`src/rtl/irq_prio_pkg.sv`:
```
package irq_prio_pkg;

    localparam int NUM_LVL = 8;
    localparam int LVL_W   = $clog2(NUM_LVL);
    localparam int DATA_W  = 8;

    typedef enum logic [1:0] {
        SEQ_RUN,
        SEQ_BASE,
        SEQ_CASC,
        SEQ_MODE
    } seq_state_t;

    // even-address command selectors (data bits 4-3)
    localparam logic [1:0] SEL_EOI  = 2'b00;
    localparam logic [1:0] SEL_MODE = 2'b01;

    // end-of-interrupt / priority actions (data bits 7-5)
    localparam logic [2:0] ACT_ROT_AUTO_CLR = 3'b000;
    localparam logic [2:0] ACT_EOI_ANY      = 3'b001;
    localparam logic [2:0] ACT_NOP          = 3'b010;
    localparam logic [2:0] ACT_EOI_ONE      = 3'b011;
    localparam logic [2:0] ACT_ROT_AUTO_SET = 3'b100;
    localparam logic [2:0] ACT_ROT_ANY      = 3'b101;
    localparam logic [2:0] ACT_SET_LOW      = 3'b110;
    localparam logic [2:0] ACT_ROT_ONE      = 3'b111;

    // mode word bit positions
    localparam int MW_AUTO_EOI = 1;
    localparam int MW_NESTED   = 4;

endpackage

```
`src/rtl/irq_prio_resolver.sv`:
```
module irq_prio_resolver #(
    parameter int N = 8,
    parameter int W = 3
) (
    input  logic [N-1:0] req,
    input  logic [W-1:0] low,
    output logic         hit,
    output logic [W-1:0] lvl
);

    logic [N-1:0] rot;

    // rot[k] is the request k+1 places above the lowest-priority level
    for (genvar k = 0; k < N; k++) begin : g_rot
        logic [W-1:0] idx;
        assign idx    = low + W'(k + 1);
        assign rot[k] = req[idx];
    end

    always_comb begin
        hit = 1'b0;
        lvl = '0;
        for (int k = N - 1; k >= 0; k--) begin
            if (rot[k]) begin
                hit = 1'b1;
                lvl = low + W'(k + 1);
            end
        end
    end

endmodule

```
`src/rtl/irq_init_seq.sv`:
```
module irq_init_seq
    import irq_prio_pkg::*;
(
    input  logic clk,
    input  logic rst_n,
    input  logic start,
    input  logic odd_wr,
    output logic load_base,
    output logic load_mode,
    output logic load_mask,
    output logic in_run
);

    seq_state_t state_q, state_n;

    always_ff @(posedge clk or negedge rst_n) begin
        if (!rst_n) state_q <= SEQ_RUN;
        else        state_q <= state_n;
    end

    always_comb begin
        state_n   = state_q;
        load_base = 1'b0;
        load_mode = 1'b0;
        load_mask = 1'b0;
        in_run    = (state_q == SEQ_RUN);
        unique case (state_q)
            SEQ_RUN: begin
                if (odd_wr) load_mask = 1'b1;
            end
            SEQ_BASE: begin
                if (odd_wr) begin
                    load_base = 1'b1;
                    state_n   = SEQ_CASC;
                end
            end
            SEQ_CASC: begin
                if (odd_wr) state_n = SEQ_MODE;
            end
            SEQ_MODE: begin
                if (odd_wr) begin
                    load_mode = 1'b1;
                    state_n   = SEQ_RUN;
                end
            end
        endcase
        if (start) begin
            state_n   = SEQ_BASE;
            load_mask = 1'b0;
        end
    end

endmodule

```
`src/rtl/irq_prio_ctrl.sv`:
```
module irq_prio_ctrl
    import irq_prio_pkg::*;
#(
    parameter int NL = NUM_LVL,
    parameter int DW = DATA_W
) (
    input  logic          clk,
    input  logic          rst_n,
    input  logic [NL-1:0] irq_in,
    input  logic          addr,
    input  logic          wr_en,
    input  logic          rd_en,
    input  logic [DW-1:0] wdata,
    output logic [DW-1:0] rdata,
    output logic          int_out,
    input  logic          ack,
    output logic [DW-1:0] vector,
    output logic          vector_valid
);

    localparam int LW = $clog2(NL);
    localparam int BW = DW - LW;

    logic [NL-1:0] irq_q, irr_q, isr_q, imr_q;
    logic [NL-1:0] irr_n, isr_n, imr_n;
    logic [LW-1:0] low_q, low_n;
    logic [BW-1:0] base_q, base_n;
    logic          aeoi_q, aeoi_n, sfnm_q, sfnm_n, rotae_q, rotae_n;
    logic          smm_q, smm_n, poll_q, poll_n, sel_isr_q, sel_isr_n;
    logic [DW-1:0] vec_q;
    logic          vval_q;

    // strobes
    logic wr_even, wr_odd, cmd_init, cmd_eoi, cmd_mode, poll_rd, take;
    assign wr_even  = wr_en && !addr;
    assign wr_odd   = wr_en && addr;
    assign cmd_init = wr_even && wdata[4];
    assign cmd_eoi  = wr_even && (wdata[4:3] == SEL_EOI);
    assign cmd_mode = wr_even && (wdata[4:3] == SEL_MODE) && !wdata[7];
    assign poll_rd  = rd_en && !addr && poll_q;
    assign take     = ack || poll_rd;

    logic load_base, load_mode, load_mask, seq_run;

    irq_init_seq u_seq (
        .clk       (clk),
        .rst_n     (rst_n),
        .start     (cmd_init),
        .odd_wr    (wr_odd),
        .load_base (load_base),
        .load_mode (load_mode),
        .load_mask (load_mask),
        .in_run    (seq_run)
    );

    // priority resolution
    logic [NL-1:0] cand;
    logic          req_hit, isr_hit;
    logic [LW-1:0] req_lvl, isr_lvl, rank_r, rank_s, ack_lvl;

    assign cand = smm_q ? (irr_q & ~imr_q & ~isr_q) : (irr_q & ~imr_q);

    irq_prio_resolver #(.N(NL), .W(LW)) u_req_res (
        .req (cand),
        .low (low_q),
        .hit (req_hit),
        .lvl (req_lvl)
    );

    irq_prio_resolver #(.N(NL), .W(LW)) u_isr_res (
        .req (isr_q),
        .low (low_q),
        .hit (isr_hit),
        .lvl (isr_lvl)
    );

    // rank 0 is the highest priority
    assign rank_r  = req_lvl - low_q - LW'(1);
    assign rank_s  = isr_lvl - low_q - LW'(1);
    assign ack_lvl = req_hit ? req_lvl : '1;

    always_comb begin
        int_out = 1'b0;
        if (req_hit) begin
            if (smm_q || !isr_hit || (rank_r < rank_s) || (sfnm_q && rank_r == rank_s))
                int_out = 1'b1;
        end
    end

    // next state
    always_comb begin
        irr_n     = irr_q;
        isr_n     = isr_q;
        imr_n     = imr_q;
        low_n     = low_q;
        base_n    = base_q;
        aeoi_n    = aeoi_q;
        sfnm_n    = sfnm_q;
        rotae_n   = rotae_q;
        smm_n     = smm_q;
        poll_n    = poll_q;
        sel_isr_n = sel_isr_q;

        if (take && req_hit) begin
            irr_n[req_lvl] = 1'b0;
            if (!aeoi_q)      isr_n[req_lvl] = 1'b1;
            else if (rotae_q) low_n = req_lvl;
        end
        if (poll_rd) poll_n = 1'b0;

        if (cmd_eoi) begin
            unique case (wdata[7:5])
                ACT_ROT_AUTO_CLR: rotae_n = 1'b0;
                ACT_EOI_ANY:      if (isr_hit) isr_n[isr_lvl] = 1'b0;
                ACT_NOP:          ;
                ACT_EOI_ONE:      isr_n[wdata[LW-1:0]] = 1'b0;
                ACT_ROT_AUTO_SET: rotae_n = 1'b1;
                ACT_ROT_ANY: begin
                    if (isr_hit) begin
                        isr_n[isr_lvl] = 1'b0;
                        low_n          = isr_lvl;
                    end
                end
                ACT_SET_LOW:      low_n = wdata[LW-1:0];
                ACT_ROT_ONE: begin
                    isr_n[wdata[LW-1:0]] = 1'b0;
                    low_n                = wdata[LW-1:0];
                end
            endcase
        end

        if (cmd_mode) begin
            if (wdata[6:5] == 2'b11) smm_n = 1'b1;
            if (wdata[6:5] == 2'b10) smm_n = 1'b0;
            if (wdata[2])            poll_n = 1'b1;
            if (wdata[1:0] == 2'b10) sel_isr_n = 1'b0;
            if (wdata[1:0] == 2'b11) sel_isr_n = 1'b1;
        end

        if (cmd_init) begin
            imr_n     = '0;
            isr_n     = '0;
            low_n     = '1;
            sel_isr_n = 1'b0;
            smm_n     = 1'b0;
            poll_n    = 1'b0;
            rotae_n   = 1'b0;
            aeoi_n    = 1'b0;
            sfnm_n    = 1'b0;
        end

        if (load_mask) imr_n  = wdata[NL-1:0];
        if (load_base) base_n = wdata[DW-1:LW];
        if (load_mode) begin
            aeoi_n = wdata[MW_AUTO_EOI];
            sfnm_n = wdata[MW_NESTED];
        end

        irr_n = irr_n | (irq_in & ~irq_q);
    end

    always_ff @(posedge clk or negedge rst_n) begin
        if (!rst_n) begin
            irq_q     <= '0;
            irr_q     <= '0;
            isr_q     <= '0;
            imr_q     <= '0;
            low_q     <= '1;
            base_q    <= '0;
            aeoi_q    <= 1'b0;
            sfnm_q    <= 1'b0;
            rotae_q   <= 1'b0;
            smm_q     <= 1'b0;
            poll_q    <= 1'b0;
            sel_isr_q <= 1'b0;
            vec_q     <= '0;
            vval_q    <= 1'b0;
        end else begin
            irq_q     <= irq_in;
            irr_q     <= irr_n;
            isr_q     <= isr_n;
            imr_q     <= imr_n;
            low_q     <= low_n;
            base_q    <= base_n;
            aeoi_q    <= aeoi_n;
            sfnm_q    <= sfnm_n;
            rotae_q   <= rotae_n;
            smm_q     <= smm_n;
            poll_q    <= poll_n;
            sel_isr_q <= sel_isr_n;
            vval_q    <= ack;
            if (ack) vec_q <= {base_q, ack_lvl};
        end
    end

    assign vector       = vec_q;
    assign vector_valid = vval_q;

    always_comb begin
        if (addr)        rdata = DW'(imr_q);
        else if (poll_q) rdata = {req_hit, {(DW - 1 - LW){1'b0}}, req_lvl};
        else if (sel_isr_q) rdata = DW'(isr_q);
        else             rdata = DW'(irr_q);
    end

endmodule

```
`config.mk`:
```
export PLATFORM = sky130hd
export DESIGN_NAME = irq_prio_ctrl
export DESIGN_NICKNAME = d
export VERILOG_FILES = /design/src/rtl/irq_prio_pkg.sv /design/src/rtl/irq_prio_resolver.sv /design/src/rtl/irq_init_seq.sv /design/src/rtl/irq_prio_ctrl.sv
export SDC_FILE = /design/constraint.sdc
export NUM_CORES = 1
export LEC_CHECK = 0
export CORE_MARGIN = 2
export CORE_UTILIZATION = 56
export CTS_BUF_LIST = sky130_fd_sc_hd__clkbuf_8
export CTS_CLUSTER_DIAMETER = 120
export DETAILED_ROUTE_END_ITERATION = 6
export HOLD_SLACK_MARGIN = 0.08
export PLACE_DENSITY = 0.77
export SYNTH_ARGS = -nofsm -noshare
export SYNTH_HDL_FRONTEND = slang
export SYNTH_SLANG_ARGS = --single-unit
```
`constraint.sdc`:
```
create_clock -name clk -period 6.2 [get_ports clk]
set_input_delay 0.62 -clock clk [delete_from_list [all_inputs] [get_ports clk]]
set_output_delay 0.62 -clock clk [all_outputs]
set_load 0.02 [all_outputs]
```
## After elaboration in Yosys (flattened, before gate mapping)

Index checks and enable logic that the tools add are counted.

| operators by class | value |
|---|---|
| add/subtract/negate cells | 11 |
| $lt $le $gt $ge | 15 |
| eq/ne operators | 18 |
| muxes and demuxes | 121 |
| bitwise gates (word level) | 14 |
| reductions and logical operators | 38 |

Operators with widths:

| cell | count |
|---|---|
| 8-bit two-way mux | 12 |
| 3-bit two-way mux | 23 |
| 1-bit two-way mux | 59 |
| 8-bit AND | 6 |
| 1-bit binary-select mux with 3-bit select | 16 |
| 8-bit NOT | 6 |
| 3-bit by 4-bit < comparator with 1-bit output (second input constant) | 11 |
| 8-bit OR | 2 |
| 8-bit one-hot mux with 2 select lines | 1 |
| 1-bit logical AND | 13 |
| 3-bit adder (second input constant) | 4 |
| 2-bit == test (second input constant) | 6 |
| 3-bit == test (second input constant) | 4 |
| 1-bit demux with 3-bit select | 3 |
| 3-bit by 1-bit >= comparator with 1-bit output (second input constant) | 3 |
| 3-bit by 2-bit inequality test with 1-bit output (second input constant) | 3 |
| 3-bit nonzero test | 3 |
| 2-bit two-way mux | 4 |
| 2-bit nonzero test | 4 |
| 3-bit by 2-bit adder with 3-bit output (second input constant) | 2 |
| 2-bit one-hot mux with 3 select lines | 1 |
| 3-bit one-hot mux with 2 select lines | 1 |
| 2-bit AND reduction | 3 |
| 2-bit OR reduction | 3 |
| other kinds (15) | 24 |

| storage, ports and cells | value |
|---|---|
| register bits after elaboration | 57 |
| output and inout port bits | 18 |

## Longest topological paths before layout

Gate-level depths: netlist of the first run.

| logic depth | value |
|---|---|
| word-level depth | 26 |
| gate-level depth with buffers | 22 |
| mapped depth without buffers | 17 |

## Modules after synthesis

Synthesis of the first run repeated with hierarchy kept, for this count alone.

| unflattened totals | value |
|---|---|
| cell total of the unflattened synthesis | 481 |
| area, all modules | 4,420.5 µm² |

Modules (own cells, without submodules):

| module | instances | cells an instance | area an instance (µm²) |
|---|---|---|---|
| irq_prio_ctrl | 1 | 314 | 2,954.1 |
| irq_prio_resolver | 2 | 77 | 674.4 |
| irq_init_seq | 1 | 13 | 117.6 |

## Least setup slack after synthesis of the first run

Ideal clock, no wire load.

| timing | value |
|---|---|
| path type | reg2out |
| start point | register low_q[0] |
| end point | output port int_out |
| arrival | 5.090 ns |
| setup slack | 0.490 ns |
| cell stages (with the launch flop) | 21 |
| path buffers | 5 |
| path through | dfstp_2 -> clkbuf_8 -> clkbuf_8 -> inv_1 -> buf_2 -> ha_1 -> buf_6 -> clkinv_1 -> mux4_2 -> mux2i_1 -> mux2_2 -> o32ai_2 -> buf_2 -> nor2_1 -> fa_1 -> xnor2_1 -> xnor2_1 -> ha_1 -> o21ai_0 -> nand2b_1 -> a32oi_1 |

| on the way | value |
|---|---|
| cells in the longest elaborated chain, start to end | 17 |
| elaborated cells between the ends (all ways) | 84 |
| those cells by class | 11 x add/sub; 1 x order compare; 1 x eq/ne; 66 x mux; 5 x reduce/logical |

RTL lines:

| item | RTL line | RTL |
|---|---|---|
| start, declared | irq_prio_ctrl.sv:26 | `logic [LW-1:0] low_q, low_n;` |
| start signal, assigned | irq_prio_ctrl.sv:183 | `low_q <= low_n;` |
| 3-bit adder or 1-bit binary-select mux with 3-bit select (tied branches) | irq_prio_resolver.sv:16, irq_prio_resolver.sv:26, irq_prio_resolver.sv:17 |  |
| 1-bit binary-select mux with 3-bit select or 1-bit two-way mux (tied branches) | irq_prio_resolver.sv:17 | `assign rot[k] = req[idx];` |
| 1-bit two-way mux (implied by the code) or 3-bit two-way mux (tied branches) | irq_prio_resolver.sv:17, irq_prio_resolver.sv:24 |  |
| 3-bit two-way mux (7 in series) | irq_prio_resolver.sv:24 | `if (rot[k]) begin` |
| 3-bit subtractor, on equally long branches | irq_prio_ctrl.sv:78, irq_prio_ctrl.sv:79 |  |
| 3-bit by 1-bit subtractor with 3-bit output, on equally long branches | irq_prio_ctrl.sv:78, irq_prio_ctrl.sv:79 |  |
| 3-bit < comparator or 3-bit == test (tied branches) | irq_prio_ctrl.sv:85 | `if (smm_q \|\| !isr_hit \|\| (rank_r < rank_s) \|\| (sfnm_q && rank_r == rank_s))` |
| 1-bit logical OR or 1-bit logical AND (tied branches) | irq_prio_ctrl.sv:85 |  |
| 1-bit logical OR | irq_prio_ctrl.sv:85 |  |
| 1-bit two-way mux | irq_prio_ctrl.sv:85 |  |
| 1-bit two-way mux * | irq_prio_ctrl.sv:84 | `if (req_hit) begin` |
| end, declared | irq_prio_ctrl.sv:15 | `output logic int_out,` |

Every way passes the cells marked *; elsewhere a longest branch is shown, timed or not. The select of a mux whose other input is x is not followed.

## Final worst setup path of the first run

| timing | value |
|---|---|
| start point | register low_q[1] |
| end point | output port int_out |

Same word-level chain as after synthesis.

==> metrics.md, run 1 <==
| Metric | Value |
|---|---|
| Initial core utilization | `0.570` |
| Syn_area_per_cell | `9.28 µm²` |
| CP Launch Type | `register` |
| Flops & latches, synth | `57` |
| Fillers | `729` |
| CTS tree | `built` |
| Max-Cap Viols | `0` |
| Drt drc | `0` |
| CP endpoint kind | `primary output` |
| Final Cell Area | `between 5000 and 6000 µm²` |
| Post-synthesis sequential area ratio | `0.291` |
| Final Max Slew Viols | `0` |
| Vias in the first global route | `4392` |
| Leak Pwr | `2.33 nW` |
| IO Pins | `40` |
| Min cycle time layout | `between 5000 and 6000 ps` |
| Final ANT Viol Nets | `0` |
| CP Class | `register to primary output` |
| Post-synth EDFFs | `0` |
| First-pass GRT wire length | `23000 µm` |
| # nets final | `602` |
| Initial antenna violation count | `0` |
| Crit share post-route | `0.936` |
| Clock-pin slew on the worst setup and hold paths | `around 70 ps` |
| Max IR drop VDD | `326 µV` |
| CTS Hold Buffers Added | `0` |
| PD cells | `613 nW/µm²` |
| Fmax | `172 MHz` |
| Global Route Usage Sum | `0.299` |
| Post-synth ARST share | `1.00` |
| Num CTS Buffers | `9` |
| Hold Path Class | `input pin to async pin` |
| Multi-input logic area | `3180 µm²` |
| H-tree depth | `3` |
| Dpl cells | `661` |
| Diode count | `0` |
| Run status | `completed` |
| Port Buffer Count | `39` |
| DRT Wirelength | `13900 µm` |
| Detailed-route via count | `4538` |
| Die W | `97.7 µm` |
| Worst path slowest cell | `dfstp_2` |
| Yosys top cell by area | `dfrtp_1` |
| Max FO, Critical Path | `18` |
| Worst-margin pin slew | `about 730 ps` |
| Sum Neg Setup Slack | `0 ps` |
| DRT Pass-1 Iters | `5` |
| Post-DP HPWL | `10400 µm` |
| Layout area overhead | `14.1%` |
| CP cell instances | `inv_2 > ha_1 > buf_4 > nor2b_1 > nand3_1 > a41oi_2 > o32a_1 > o32ai_1 > mux2_4 > ha_1 > fa_1 > xnor2_1 > xnor2_1 > ha_1 > o21ai_0 > nand2b_1 > a32oi_1 > dlymetal6s2s_1` |
| Most used cell, CP | `ha_1` |
| Worst path bufs/invs | `3` |
| Synthesis Warnings | `0` |
| Primary FF master, synth | `dfrtp_1` |
| Clock Latency Late Sink | `340 ps` |
| Largest delay share family, worst path | `compound AO/OA/AOI/OAI gates` |
| Post-DR vias/cell | `6.69` |
| Crit path largest cell delay | `530 ps` |
| Share of the synthesized area in the top cell type | `0.275` |
| Die ar. | `9550 µm²` |
| Final Hold Vio Count | `0` |
| GPL Wtd Cong | `0.912` |
| Req. time, crit path | `roughly 5600 ps` |
| Core area | `8640 µm²` |
| Register Area | `1430 µm²` |
| Critical Path AT | `5180 ps` |
| Mapped Nets | `567` |
| Die Y | `97.7 µm` |
| RSZ-0062 raised after global routing | `no` |
| Slew margin rel. | `0.511` |
| Mapped Area | `4920 µm²` |
| Clk buf depth | `2` |
| Initial DRC count | `361` |
| Layout cells sized above 1 | `0.175` |
| Unique masters post-synth | `84` |
| Clk_skew | `9.41 ps` |
| Finished Layout Cells | `678` |
| Final setup viols | `0` |
| Largest net degree at the start of global routing | `58` |
| Placed cell area | `roughly 5300 µm²` |
| Root Buffer | `clkbuf_8` |
| Clock Sink Count | `57` |
| Rows | `34` |
| Area contributors post-synth | `dfrtp_1 (27%), mux2i_1 (4.5%), nand2_1 (4.2%)` |
| DR WL/cell | `20.5 µm` |
| Overflow after GRT | `0` |
| Cells after Synth | `530` |
kinds of logic (layout without fill, tap and decap cells):
group,after synthesis,after routing,share of synthesized area
buffers and inverters,59,99,0.0687
AO/OA/AOI/OAI,141,141,0.217
XOR/XNOR,11,11,0.0196
adder cells (fa/ha/maj),15,15,0.0412
AND/OR/NAND/NOR,191,191,0.200
multiplexers,56,56,0.163
flip-flops,57,57,0.291
layer usage:
| layer | vias up | wire length, µm | track usage | part of all wire |
|---|---|---|---|---|
| met5 | - | 0 | 0 | 0 |
| met4 | 0 | 246 | 0.0726 | 0.018 |
| met3 | 24 | 1040 | 0.0388 | 0.074 |
| met2 | 230 | 6770 | 0.513 | 0.49 |
| met1 | 2208 | 5870 | 0.406 | 0.42 |
| li1 | 2076 | - | - | - |
cells in the mapped netlist, types with 4 or more instances:
cell,instances
nand2_1,55
dfrtp_1,54
nor2_1,34
inv_1,25
a21oi_1,24
nand3_1,24
o21ai_0,23
mux2i_1,22
mux2_2,18
ha_1,13
nor2b_1,13
nand4_1,12
clkbuf_1,11
a22o_1,10
a31oi_1,9
and2_1,8
mux4_2,8
nor3_1,8
clkbuf_8,7
xnor2_1,7
mux4_1,6
a211oi_1,5
and2_0,5
and2b_2,5
buf_2,5
o221a_2,5
a2111oi_0,4
a21o_1,4
a221oi_1,4
a22oi_1,4
nor3b_1,4
o2111ai_1,4
o21a_1,4
xor2_1,4
stage by stage:
stage | total power, mW | hold WS [ps] | setup slack [ps] | utilization
2_1_floorplan | 2.27 | 324 | 490 | -
3_5_place_dp | 2.93 | 421 | 293 | 0.615
5_1_grt | 3.69 | 474 | 100 | 0.650
4_1_cts | 3.40 | 431 | 3.51 | 0.646
6_report | 3.44 | 414 | 395 | 0.650
3_3_place_gp | 2.89 | 416 | 426 | 0.615
flip-flops by register name, indices dropped and copies added, names as in the netlist, 2 cells and up:
name           cells
low_q              3
irr_q              8
imr_q              8
irq_q              8
vector             8
base_q             5
isr_q              8
u_seq.state_q      2
area by class of cell:
cell class              count  share of cell area
clock buffers              10              0.0245
clock inverters             6              0.0205
inverters                  29              0.0201
multi-input cells         414               0.567
flip-flops and latches     57               0.255
well taps                 108              0.0241
repair buffers             54              0.0892
cells in the final DEF, fill, tap and decap left out, types with 4 or more instances in the layout:
master	n
mux4_2	8
a2111oi_0	4
nor3b_1	4
clkdlybuf4s50_1	37
nor2_1	34
ha_1	13
clkbuf_8	10
buf_4	15
dfrtp_1	54
a22o_1	10
and2b_2	5
o21a_1	4
inv_1	25
a21o_1	4
a31oi_1	9
xnor2_1	7
nor3_1	8
o221a_2	5
nand2_1	55
mux4_1	6
a211oi_1	5
and2_0	5
o2111ai_1	4
mux2i_1	20
nand4_1	12
nand3_1	24
a21oi_1	24
a22oi_1	4
mux2_2	18
o21ai_0	23
nor2b_1	13
and2_1	8
a221oi_1	4
worst register-to-register path, stage by stage (launching register included):
cell and delay (ps):
dfstp_2 530, inv_2 100, ha_1 360, clkinvlp_4 210, mux4_2 540, a222oi_1 380
nand3_1 180, a2111oi_4 570, o21ai_0 310, o41ai_1 420, o21ai_0 150
worst paths after layout:
check / from / end / slack, ps / cells past startpoint
worst min-delay path: rst_n / vector[7] / 410 / 2
worst max-delay path: low_q[1] / int_out / 400 / 18
worst max register to register: low_q[1] / irr_q[6] / 2310 / 10
min in group clk: irq_q[6] / irr_q[6] / 430 / 1
worst min register to register: irq_q[6] / irr_q[6] / 430 / 1
max in group asynchronous: rst_n / irr_q[5] / 5310 / 2
power by group:
group	switching, mW	internal, mW	total (mW)
Sequential	0.141	0.501	0.642
Clock	0.156	0.279	0.435
Combinational	1.35	1.02	2.36
Total	1.65	1.80	3.44
timing repair:
item / 4_1_cts / 5_1_grt
pin swaps: 1 / 0
resized for setup: 1 / 6
setup buffers: 1 / 0
setup endpoints to repair: 1 / 1
Note: power is estimated with default switching activity, not from simulation.
==> run 2, diff against run 1 <==
--- a/config.mk
+++ b/config.mk
@@ -10,6 +10,7 @@
 export CTS_BUF_LIST = sky130_fd_sc_hd__clkbuf_8
 export CTS_CLUSTER_DIAMETER = 120
 export DETAILED_ROUTE_END_ITERATION = 6
+export GPL_TIMING_DRIVEN = 1
 export HOLD_SLACK_MARGIN = 0.08
 export PLACE_DENSITY = 0.77
 export SYNTH_ARGS = -nofsm -noshare
==> results of run 2 <==
Final layout, timing and power as in run 1 (identical DEF).
==> run 3, diff against run 2 <==
--- a/config.mk
+++ b/config.mk
@@ -13,6 +13,8 @@
 export GPL_TIMING_DRIVEN = 1
 export HOLD_SLACK_MARGIN = 0.08
 export PLACE_DENSITY = 0.77
+export SKIP_LAST_GASP = 1
+export SLEW_MARGIN = 20
 export SYNTH_ARGS = -nofsm -noshare
 export SYNTH_HDL_FRONTEND = slang
 export SYNTH_SLANG_ARGS = --single-unit
==> results of run 3 <==
Final layout, timing and power as in run 1 (identical DEF).
